File: src/rtl/hostctl_pkg.sv
package hostctl_pkg;
  localparam int REG_W    = 16;
  localparam int DRV_W    = 2;
  localparam int SEL_W    = 4;
  localparam int BIT_PRE  = 15;
  localparam int BIT_SCLK = 7;
  localparam int BIT_EXEC = 6;
  localparam int DRV_LSB  = 4;
  localparam int SEL_LSB  = 0;
  localparam logic [SEL_W-1:0] HS200_CODE = 4'hB;

  typedef enum logic [DRV_W-1:0] {
    DRV_TYPE_B = 2'd0,
    DRV_TYPE_A = 2'd1,
    DRV_TYPE_C = 2'd2,
    DRV_TYPE_D = 2'd3
  } drv_e;
endpackage

File: src/rtl/hct_tune_ctrl.sv
module hct_tune_ctrl (
  input  logic clk,
  input  logic rst,
  input  logic wr_hit_i,
  input  logic wr_exec_i,
  input  logic wr_sclk_i,
  input  logic done_i,
  input  logic pass_i,
  input  logic rx_busy_i,
  output logic exec_o,
  output logic sclk_o,
  output logic start_o,
  output logic abort_o
);
  logic exec_q, sclk_q, pend_q, pend_val_q;
  logic start_req, abort_req, done_ok;
  logic evt, evt_val, want, want_val;

  always_comb begin
    start_req = wr_hit_i && wr_exec_i && !exec_q;
    abort_req = wr_hit_i && !wr_exec_i && exec_q;
    done_ok   = done_i && exec_q && !abort_req;
    evt       = 1'b0;
    evt_val   = 1'b0;
    if (start_req || abort_req) begin
      evt = 1'b1;
    end else if (done_ok) begin
      evt     = 1'b1;
      evt_val = pass_i;
    end else if (wr_hit_i && !wr_sclk_i) begin
      evt = 1'b1;
    end
    want     = evt || pend_q;
    want_val = evt ? evt_val : pend_val_q;
  end

  always_ff @(posedge clk) begin
    if (rst) begin
      exec_q     <= 1'b0;
      sclk_q     <= 1'b0;
      pend_q     <= 1'b0;
      pend_val_q <= 1'b0;
      start_o    <= 1'b0;
      abort_o    <= 1'b0;
    end else begin
      start_o <= start_req;
      abort_o <= abort_req;
      if (start_req)                 exec_q <= 1'b1;
      else if (abort_req || done_ok) exec_q <= 1'b0;
      if (want && !rx_busy_i) begin
        sclk_q <= want_val;
        pend_q <= 1'b0;
      end else if (want) begin
        pend_q     <= 1'b1;
        pend_val_q <= want_val;
      end
    end
  end

  assign exec_o = exec_q;
  assign sclk_o = sclk_q;
endmodule

File: src/rtl/hct_preset_mux.sv
module hct_preset_mux #(
  parameter int PRESET_CNT = 16,
  parameter int DRV_W      = 2,
  parameter int SEL_W      = 4
) (
  input  logic                       clk,
  input  logic                       rst,
  input  logic                       pre_en_i,
  input  logic [DRV_W-1:0]           drv_user_i,
  input  logic [SEL_W-1:0]           sel_i,
  input  logic [PRESET_CNT*DRV_W-1:0] preset_i,
  output logic [DRV_W-1:0]           drv_o
);
  logic [DRV_W-1:0] pick;

  generate
    if (PRESET_CNT >= (1 << SEL_W)) begin : g_full
      assign pick = preset_i[sel_i*DRV_W +: DRV_W];
    end else begin : g_part
      assign pick = (32'(sel_i) < PRESET_CNT) ? preset_i[sel_i*DRV_W +: DRV_W]
                                               : preset_i[DRV_W-1:0];
    end
  endgenerate

  always_ff @(posedge clk) begin
    if (rst) drv_o <= '0;
    else     drv_o <= pre_en_i ? pick : drv_user_i;
  end
endmodule

File: src/rtl/hostctl_tune_reg.sv
module hostctl_tune_reg
  import hostctl_pkg::*;
#(
  parameter int                ADDR_W     = 8,
  parameter logic [ADDR_W-1:0] REG_OFFSET = 'h3E,
  parameter int                PRESET_CNT = 16,
  localparam int               PRESET_W   = PRESET_CNT * DRV_W
) (
  input  logic                clk,
  input  logic                rst,
  input  logic                wr_en_i,
  input  logic                rd_en_i,
  input  logic [ADDR_W-1:0]   addr_i,
  input  logic [REG_W-1:0]    wdata_i,
  output logic [REG_W-1:0]    rdata_o,
  output logic                tune_start_o,
  output logic                tune_abort_o,
  input  logic                tune_done_i,
  input  logic                tune_pass_i,
  input  logic                rx_busy_i,
  output logic                samp_sel_o,
  input  logic                ddr_mode_i,
  input  logic [PRESET_W-1:0] preset_drv_i,
  output logic [DRV_W-1:0]    drv_strength_o,
  output logic                hs200_active_o,
  output logic                illegal_o
);
  logic             wr_hit, rd_hit;
  logic             pre_en_q;
  drv_e             drv_user_q;
  logic [SEL_W-1:0] sel_q;
  logic [SEL_W-1:0] wr_sel;
  logic             exec_bit;
  logic             unused_rsvd;

  assign wr_hit      = wr_en_i && (addr_i == REG_OFFSET);
  assign rd_hit      = rd_en_i && (addr_i == REG_OFFSET);
  assign wr_sel      = wdata_i[SEL_LSB +: SEL_W];
  assign unused_rsvd = ^wdata_i[14:8];

  always_ff @(posedge clk) begin
    if (rst) begin
      pre_en_q   <= 1'b0;
      drv_user_q <= DRV_TYPE_B;
      sel_q      <= '0;
      illegal_o  <= 1'b0;
    end else if (wr_hit) begin
      pre_en_q   <= wdata_i[BIT_PRE];
      drv_user_q <= drv_e'(wdata_i[DRV_LSB +: DRV_W]);
      sel_q      <= wr_sel;
      if (wr_sel != '0 && wr_sel != HS200_CODE) illegal_o <= 1'b1;
    end
  end

  always_ff @(posedge clk) begin
    if (rst) hs200_active_o <= 1'b0;
    else     hs200_active_o <= (sel_q == HS200_CODE) && !ddr_mode_i;
  end

  hct_tune_ctrl i_tune (
    .clk       (clk),
    .rst       (rst),
    .wr_hit_i  (wr_hit),
    .wr_exec_i (wdata_i[BIT_EXEC]),
    .wr_sclk_i (wdata_i[BIT_SCLK]),
    .done_i    (tune_done_i),
    .pass_i    (tune_pass_i),
    .rx_busy_i (rx_busy_i),
    .exec_o    (exec_bit),
    .sclk_o    (samp_sel_o),
    .start_o   (tune_start_o),
    .abort_o   (tune_abort_o)
  );

  hct_preset_mux #(
    .PRESET_CNT (PRESET_CNT),
    .DRV_W      (DRV_W),
    .SEL_W      (SEL_W)
  ) i_preset (
    .clk        (clk),
    .rst        (rst),
    .pre_en_i   (pre_en_q),
    .drv_user_i (drv_user_q),
    .sel_i      (sel_q),
    .preset_i   (preset_drv_i),
    .drv_o      (drv_strength_o)
  );

  always_ff @(posedge clk) begin
    if (rst)         rdata_o <= '0;
    else if (rd_hit) rdata_o <= {pre_en_q, 7'b0, samp_sel_o, exec_bit, drv_strength_o, sel_q};
    else             rdata_o <= '0;
  end
endmodule

File: config.mk
export PLATFORM = sky130hd
export DESIGN_NAME = hostctl_tune_reg
export DESIGN_NICKNAME = d
export VERILOG_FILES = /design/src/rtl/hostctl_pkg.sv /design/src/rtl/hct_tune_ctrl.sv /design/src/rtl/hct_preset_mux.sv /design/src/rtl/hostctl_tune_reg.sv
export SDC_FILE = /design/constraint.sdc
export NUM_CORES = 1
export LEC_CHECK = 0
export ABC_AREA = 1
export BUFFER_PORTS_ARGS = -buffer_cell sky130_fd_sc_hd__buf_2
export CORE_AREA = 3 3 58 60
export CTS_BUF_LIST = sky130_fd_sc_hd__clkbuf_4
export DETAILED_ROUTE_END_ITERATION = 10
export DIE_AREA = 0 0 61 63
export GPL_ROUTABILITY_DRIVEN = 0
export PLACE_DENSITY = 0.84
export SLEW_MARGIN = 30
export SYNTH_ARGS = -nofsm -noshare
export SYNTH_HDL_FRONTEND = slang
export SYNTH_SLANG_ARGS = --single-unit
File: constraint.sdc
create_clock -name clk -period 2.2 [get_ports clk]
set_input_delay 0 -clock clk [delete_from_list [all_inputs] [get_ports clk]]
set_output_delay 0 -clock clk [all_outputs]
set_load 0.01 [all_outputs]
==> impl_results.md, run 1 <==
- Status: finished clean
- Max cap viols: 0
- DR iter-0 viols: 57
- Area delta synth->final: 38.23%
- Sw Pwr: between 150 and 200 µW
- Unrepaired setup endpoints after global routing: no
- CTS resizes: 0
- Most frequent cells in the layout: buf_2, nor2_1, dfxtp_1
- Final setup vio count: 0
- CP Cell Sequence: inv_1 > nor2_1 > o211ai_2 > nand4_2 > nand2_2 > nor2_1 > dlygate4sd3_1
- Clk pin slew, worst setup/hold paths: ~0.14 ns
- Final setup margin: between 0.4 and 0.5 ns
- Setup WS pre-CTS: 0.8735 ns
- Shortest period the worst path allows: between 1.5 and 2 ns
- Clock tree buffer depth: 2
- Mapped Area: ~1300 µm²
- PwrDens: 490.0 nW/µm²
- Comb pwr share: 11.2%
- Row count: 20
- Pint: between 700 and 800 µW
- Total track usage: ~18%
- CTS tree: yes
- Setup TNS: 0 ns
- Syn Inst Count: roughly 180
- CP arrival: a little under 2 ns
- Most common cell after layout, fill and taps aside: buf_2
- Vias: between 1,000 and 1,500
- First-pass GRT wire length: approximately 5400 µm
- Setup Skew: around 0.0015 ns
- Worst vdd ir: approximately 0.27 mV
- Final core occ: ~62%
- Post-synthesis sequential area ratio: a little under 40%
- Wire per inst: ~11 µm
- Initial antenna violation count: 0
- Post-DP HPWL: between 2000 and 2500 µm
- Hold Slack: around 0.0078 ns
- Placed Cells: roughly 280
- Flop pwr share: a little over half
- Layout fillers: 282
- TritonRoute pass-1 iters: 4
- DRT Wirelength: around 3400 µm
- Post-DRT Antenna Nets: 0
- Fraction of layout cells with a size suffix above 1: 34.34%
- Synth unique cells: 26
- IO Count: 87
- Maximum clock frequency: 584.9 MHz
- Most frequent CP cell: nor2_1
- Largest net degree at the start of global routing: 19
- Worst path top cell family by delay: buffers and inverters
- CORE AREA: slightly below 3000 µm²
- DRC Markers: 0
- Buf/Inv on CP: 2
- Max Slew Vio Count: 0
- Antenna cells: 0
- Port Buffer Count: between 70 and 80
- Lkg Pwr: about 0.00090 µW
- Vias in the first global route: 1,315
- Required @ worst endpoint: about 2.4 ns
- Sw Ratio: 20.87%
- Setup Buffers After CTS: 0
- Die Width: between 60 and 70 µm
- Initial core utilization: between 40 and 50%
- Htree depth: 1
- Crit Path Category: reg2reg
- CP max stage delay: about 0.56 ns
- Startpoint Class: flip-flop
- Worst-skew pair later-pin latency: 0.32 ns
- Clock root buffer: clkbuf_4
- Clock power frac: about 36%
- Syn Area/Cell: 7.301 µm²
- DIE AREA: approximately 3800 µm²
- Synth Warn #: 0
- Routed vias/inst: 4.856
- CTS sink cnt: 26
- Worst Hold Class: in2reg
- Total grt overflow: 0
- Final hold vios: 0
- Worst path slowest cell: dlygate4sd3_1
- Layout Cells excl Fill: between 200 and 300
- Nets: 330
- Tcrit/Tclk final: between 70% and 80%
- CP Capture Type: flip-flop
- Seq cells post-synth: 26
- Cts bufs inserted: 3
- Die Ht: 63 µm
- Max FO, Critical Path: 5
cell usage after synthesis:
cell	instances	area share, %
buf_6	3	2.5
o21ai_0	16	6.0
o21ai_1	7	2.6
o221ai_1	6	4.0
nand2_1	14	4.0
nor4_2	1	0.94
nand4_1	3	1.4
nor2_2	2	0.94
o211ai_2	1	0.94
o211ai_1	2	1.1
nor3_4	1	1.2
nand2_2	3	1.4
a21oi_1	11	4.1
nor3b_1	1	0.57
nor2_4	1	0.85
conb_1	1	0.28
buf_4	9	5.1
nand4_2	1	0.94
inv_1	20	5.6
inv_2	3	0.85
nor2_1	38	11
buf_2	1	0.38
dfxtp_1	26	39
inv_4	1	0.47
nor3_1	1	0.38
nand3_1	9	3.4
metal layers:
layer | routed length (µm) | up-vias | track usage [%] | part of all wire [%]
met1 | 1354 | 625 | 21.19 | 40
met4 | 65 | 0 | 7.859 | 1.9
met3 | 189 | 9 | 2.273 | 5.6
met5 | 0 | - | 0 | 0
li1 | - | 755 | - | -
met2 | 1743 | 58 | 30.35 | 52
worst min-delay path: cells and delay by family:
family / cells / cell delay (ns)
AO/OA/AOI/OAI: 2 / 0.20
buffers and inverters: 1 / 0.10
registers in the layout (all words and copies together), names as in the netlist, 2 cells and up:
register	cells
drv_user_q	2
rdata_o	9
i_preset.drv_o	2
sel_q	4
timing repair:
item	4_1_cts	5_1_grt
hold endpoints to repair	12	0
hold buffers	13	0
setup endpoints to repair	0	0
stage by stage:
stage,cell area [µm²],total power [µW]
after floorplan,1351,522.6
after global placement,1654,566.1
after detailed placement,1654,567.3
after CTS,1837,901.3
after global routing,1837,933.5
final,1837,900.0
power by group through the flow:
stage,Clock [µW],Combinational [µW],Sequential [µW]
detailed placement,0,85.1,482
global placement,0,84.0,482
finish,328,100,472
CTS,330,99.3,472
floorplan,0,40.5,482
global route,349,112,472
worst paths after layout:
check                    start             to  slack (ns)  cells past startpoint
max              i_tune.exec_o  i_tune.pend_q        0.49                      7
min                 wdata_i[0]       sel_q[0]       0.008                      3
max reg2reg      i_tune.exec_o  i_tune.pend_q        0.49                      7
min reg2reg  i_preset.drv_o[0]     rdata_o[4]        0.44                      2
logic make-up (layout without fill, tap and decap cells):
kind of cell / count (synthesis) / in the layout / share of synthesized area (%)
compound gates: 43 / 43 / 18.83
flops: 26 / 26 / 39.17
other cells: 1 / 7 / 0.2822
simple gates: 75 / 75 / 26.74
buf+inv: 37 / 114 / 14.97
cell type report:
cell class	instances	area, µm²	area share [%]
clock buffer	3	22.52	1.226
clock inverter	1	30.03	1.635
inverter	24	92.59	5.041
multi-input combinational	125	631.9	34.40
sequential	26	520.5	28.34
tap	33	41.29	2.248
timing repair buffer	86	498.0	27.11
Power figures use the tool's default switching activity.
==> run 2, diff against run 1 <==
Settings changed: CORE_AREA 3 3 58 60 to 3 3 60 62, DIE_AREA 0 0 61 63 to 0 0 63 65, PLACE_DENSITY 0.84 to 0.79.
Clock period 2.2 ns to 1.7 ns, I/O delays scaled along.
==> run 2 against run 1 <==
Via count rose by 1.8%. Fmax grew 1.2%. First-iteration DRC count is 46% higher. Critical path type unchanged.
==> impl_results.md, run 2 (synthesized netlist as in run 1, its figures left out) <==
- DIE AREA: 4095 µm² (+6.6%)
- Worst Hold Class: in2reg
- Worst path top cell family by delay: buffers and inverters
- Buf/Inv on CP: 2 (unchanged)
- Register with the most flip-flops: rdata_o
- Clk pin slew, worst setup/hold paths: 0.13 ns (about the same)
- Clock root buffer: clkbuf_4
- Nets: 336 (+1.8%)
- Shortest period the worst path allows: 1.690 ns (-0.02020 ns)
- Cts bufs inserted: 3 (unchanged)
- Die Ht: 65 µm (+3.2%)
- Final core occ: 61.79% (+0.11 points)
- Antenna cells: 0 (unchanged)
- Maximum clock frequency: 591.9 MHz (+1.2%)
- Clock tree buffer depth: 2 (unchanged)
- PwrDens: 606.5 nW/µm² (+24%)
- Final instance area: 1902 µm² (+3.5%)
- Max FFs per register: 9 (unchanged)
- Setup Skew: 0.001322 ns (-0.0002053 ns)
- Tcrit/Tclk final: 99.39% (+22 points)
- Total track usage: 17.18% (-0.52 points)
- CTS tree: yes
- Port Buffer Count: 72 (unchanged)
- Final setup vio count: 0 (unchanged)
- Max FO, Critical Path: 4 (-1)
- CP Cell Sequence: inv_2 > nor2_1 > o211ai_2 > nand4_2 > nand2_2 > nor2_1 > dlygate4sd3_1
- Htree depth: 1 (unchanged)
- DRT Wirelength: 3506 µm (+4.5%)
- CORE AREA: 3078 µm² (+3.4%)
- Status: finished clean
- Crit Path Category: reg2reg
- Post-DP HPWL: 2530 µm (+4.4%)
- Most frequent cells in the layout: buf_2, nor2_1, dfxtp_1
- Required @ worst endpoint: 1.92 ns (-0.51 ns)
- Startpoint Class: flip-flop
- Initial core utilization: 43.17% (-1.5 points)
- First-pass GRT wire length: 5802 µm (+8.1%)
- Wire per inst: 11.13 µm (-1.1%)
- Post-DRT Antenna Nets: 0 (unchanged)
- CP arrival: 1.91 ns (-0.02 ns)
- CTS sink cnt: 26 (unchanged)
- CP max stage delay: 0.55 ns (about the same)
- Worst vdd ir: 0.7284 mV (+170%)
- Vias in the first global route: 1,445 (+9.9%)
- Routed vias/inst: 4.676 (-3.7%)
- Fraction of layout cells with a size suffix above 1: 36.16% (+1.8 points)
- TritonRoute pass-1 iters: 4 (unchanged)
- Max cap viols: 0 (unchanged)
- Largest net degree at the start of global routing: 19 (unchanged)
- DR iter-0 viols: 83 (+46%)
- IO Count: 87 (unchanged)
- R2r setup slk: 0.01 ns (-0.48 ns)
- Row count: 20 (unchanged)
- Worst-skew pair later-pin latency: 0.31 ns (about the same)
- Placed Area: 1668 µm² (+0.83%)
- Regs by FF count: rdata_o (9), sel_q (4)
- CP Capture Type: flip-flop
- Final hold vios: 0 (unchanged)
- Most frequent CP cell: nor2_1
- Worst path slowest cell: dlygate4sd3_1
- Die Width: 63 µm (+3.3%)
- Layout fillers: 282 (unchanged)
- Max Slew Vio Count: 0 (unchanged)
- Lkg Pwr: 0.0009320 µW (+3.3%)
- Total grt overflow: 0 (unchanged)
- Vias: 1,473 (+1.8%)
- Most common cell after layout, fill and taps aside: buf_2
- Area delta synth->final: 43.13%
- Initial antenna violation count: 0 (unchanged)
- DRC Markers: 0 (unchanged)
[run 2: changes by cell type in the layout (fill, tap and decap cells not counted), sizes merged]
| cell | change |
|---|---|
| buf | +5 |
| dlygate4sd3 | +1 |
[run 2: per-layer routing]
| metal | GRT usage, % | wire length [µm] | vias up |
|---|---|---|---|
| li1 | - | - | 769 |
| met1 | 19.02 | 1460 | 645 |
| met2 | 32.54 | 1784 | 53 |
| met3 | 4.159 | 219 | 6 |
| met4 | 4.408 | 41 | 0 |
| met5 | 0 | 0 | - |
[run 2: what timing repair did]
item                       CTS  global route
hold endpoints to repair    13             0
hold buffers                14             0
setup endpoints to repair    0             1
resized for setup            0             3
setup buffers                0             5
[run 2: power by group]
| group | total (µW) | switching [µW] | internal (µW) |
|---|---|---|---|
| clock | 411 | 173 | 238 |
| sequential | 609 | 0.589 | 608 |
| combinational | 133 | 58.2 | 74.8 |
| total | 1150 | 232 | 922 |
[run 2: tightest hold or removal path, cell delays in order]
cell and delay [ns]:
buf_2 0.09, nand2_1 0.08, nand3_1 0.09, a21oi_1 0.06
[run 2: cell type report]
type	instances	area, µm²	share of cell area (%)
inverter	24	92.59	4.868
clock buffer	3	22.52	1.184
sequential	26	524.3	27.57
clock inverter	1	30.03	1.579
tap	44	55.05	2.895
timing repair buffer	92	545.5	28.68
multi-input combinational	125	631.9	33.22
[run 2: final timing paths]
kind	depth (start not counted)	startpoint	end
worst max-delay path	7	i_tune.exec_o	i_tune.pend_q
worst min-delay path	4	tune_done_i	i_tune.exec_o
worst max register to register	7	i_tune.exec_o	i_tune.pend_q
worst min register to register	2	i_preset.drv_o[1]	rdata_o[5]
[run 2: through the flow]
step | instances | setup WS (ns) | power (µW) | hold WS (ns) | setup TNS (ns)
2_1_floorplan | 188 | 0.5752 | 676.3 | 0.07300 | 0
3_3_place_gp | 292 | 0.3745 | 733.0 | 0.1621 | 0
3_5_place_dp | 292 | 0.3388 | 734.8 | 0.1658 | 0
4_1_cts | 310 | 0.02426 | 1163 | 0.02602 | 0
5_1_grt | 315 | -0.05569 | 1216 | 0.02121 | -0.05569
6_report | 315 | 0.01041 | 1153 | 0.03104 | 0
==> run 3, diff against run 2 <==
Settings changed: HOLD_SLACK_MARGIN set to 0.08.
==> run 3 against run 2 <==
Clock skew down 0.00059 ns. Die area unchanged. Clock-buffer cell count unchanged. Cell count up 0.63%. Register-to-register slack about the same. Non-clock buffer count up 2. Sequential share of layout area down 0.29 points. Largest power group unchanged.
==> impl_results.md, run 3 (synthesized netlist as in run 1, its figures left out) <==
- Status: finished clean
- Largest net degree at the start of global routing: 19 (unchanged)
- Startpoint Class: flip-flop
- HP Start: tune_done_i
- Post-DRT Antenna Nets: 0 (unchanged)
- Worst vdd ir: 0.7741 mV (+6.3%)
- Clk pin slew, worst setup/hold paths: 0.13 ns (about the same)
- Initial core utilization: 43.17% (unchanged)
- Final instance area: 1922 µm² (+1.1%)
- DR iter-0 viols: 82 (-1.2%)
- CP max stage delay: 0.55 ns (about the same)
- Most frequent cells in the layout: buf_2, nor2_1, dfxtp_1
- Routed vias/inst: 4.703 (+0.58%)
- Initial antenna violation count: 0 (unchanged)
- Nets: 338 (+0.60%)
- Maximum clock frequency: 591.1 MHz (-0.13%)
- CORE AREA: 3078 µm² (unchanged)
- Required @ worst endpoint: 1.92 ns (about the same)
- Total power: 1157 µW (+0.29%)
- DRC Markers: 0 (unchanged)
- Worst path slowest cell: dlygate4sd3_1
- DIE AREA: 4095 µm² (unchanged)
- Max cap viols: 0 (unchanged)
- Met3 Wirelength: 233 µm (+6.4%)
- Clock tree buffer depth: 2 (unchanged)
- Port Buffer Count: 72 (unchanged)
- Crit Path Category: reg2reg
- Shortest period the worst path allows: 1.692 ns (+0.002257 ns)
- Area delta synth->final: 44.63%
- Crit path launch: i_tune.exec_o
- Max FFs per register: 9 (unchanged)
- Total track usage: 17.22% (+0.037 points)
- PwrDens: 601.9 nW/µm² (-0.75%)
- Wire per inst: 11.02 µm (-1.0%)
- Antenna cells: 0 (unchanged)
- Final hold vios: 0 (unchanged)
- Tcrit/Tclk final: 99.52% (+0.13 points)
- Die Width: 63 µm (unchanged)
- Setup Skew: 0.0007302 ns (-0.0005914 ns)
- Worst-skew pair later-pin latency: 0.31 ns (about the same)
- Fraction of layout cells with a size suffix above 1: 35.90% (-0.26 points)
- Met1 wire length: 1433 µm (-1.8%)
- Max Slew Vio Count: 0 (unchanged)
- DRT Wirelength: 3492 µm (-0.40%)
- Layout fillers: 281 (-0.35%)
- CP Capture Type: flip-flop
- IO Count: 87 (unchanged)
- Lkg Pwr: 0.0009432 µW (+1.2%)
- CTS sink cnt: 26 (unchanged)
- Most frequent CP cell: nor2_1
- Vias in the first global route: 1,455 (+0.69%)
- TritonRoute pass-1 iters: 4 (unchanged)
- Top Layer Used: met4
- CTS tree: yes
- Final core occ: 62.44% (+0.65 points)
- Register with the most flip-flops: rdata_o
- Die Ht: 65 µm (unchanged)
- Vias: 1,491 (+1.2%)
- Total grt overflow: 0 (unchanged)
- Met2 wire length: 1785 µm (about the same)
- Htree depth: 1 (unchanged)
- Placed Cells: 292 (unchanged)
- Final setup vio count: 0 (unchanged)
- Max FO, Critical Path: 4 (unchanged)
- Regs by FF count: rdata_o (9), sel_q (4)
- Clock root buffer: clkbuf_4
- CP arrival: 1.91 ns (about the same)
- CP Cell Sequence: inv_2 > nor2_1 > o211ai_2 > nand4_2 > nand2_2 > nor2_1 > dlygate4sd3_1
- Most common cell after layout, fill and taps aside: buf_2
- Cts bufs inserted: 3 (unchanged)
- FF-to-FF Start: i_tune.exec_o
- First-pass GRT wire length: 5809 µm (+0.12%)
- Post-DP HPWL: 2530 µm (unchanged)
- Worst Hold Class: in2reg
- Row count: 20 (unchanged)
- Placed Area: 1668 µm² (unchanged)
- Layout Cells excl Fill: 317 (+0.63%)
- Hold Slack: 0.09105 ns (+0.06000 ns)
==> run 3: power by group <==
part	total (µW)	internal, µW	switching, µW
clock	413	238	175
combinational	135	76.4	58.5
sequential	609	608	0.589
total	1160	923	234
==> run 3: per-layer routing <==
metal  global-route usage (%)  vias up
li1                         -      773
met1                    19.23      657
met2                    32.41       55
met3                    4.159        6
met4                    4.408        0
met5                        0        -
==> run 3: final timing paths <==
| path | endpoint | slack (ns) | cells past startpoint |
|---|---|---|---|
| worst min register to register | rdata_o[5] | 0.43 | 2 |
| worst max register to register | i_tune.pend_q | 0.008 | 7 |
| worst max-delay path | i_tune.pend_q | 0.008 | 7 |
| worst min-delay path | i_tune.sclk_o | 0.09 | 5 |
==> run 3: critical path: cells and delay by family (launching register included) <==
family,cells,cell delay [ns]
AOI/OAI and AO/OA,1,0.23
buffers and inverters,2,0.61
and+or+nand+nor,4,0.39
DFF,1,0.37
==> run 3: layout make-up <==
type                            count  area (µm²)  share of cell area, %
Tap cell                           44       55.05                  2.865
Multi-Input combinational cell    125       631.9                  32.88
Inverter                           24       92.59                  4.818
Clock buffer                        3       22.52                  1.172
Clock inverter                      1       30.03                  1.563
Sequential cell                    26       524.3                  27.28
Timing Repair Buffer               94       565.5                  29.43
==> run 3: repair_timing <==
item,4_1_cts,5_1_grt
gates resized for setup,0,3
hold endpoints to repair,17,0
buffers inserted,0,5
hold buffers,16,0
endpoints found under the setup margin,0,2
==> run 3: metrics by stage <==
step | setup TNS, ns | setup slack (ns)
final | 0 | 0.008149
after global routing | -0.05717 | -0.05717
after CTS | 0 | 0.02426
after floorplan | 0 | 0.5752
after global placement | 0 | 0.3745
after detailed placement | 0 | 0.3388
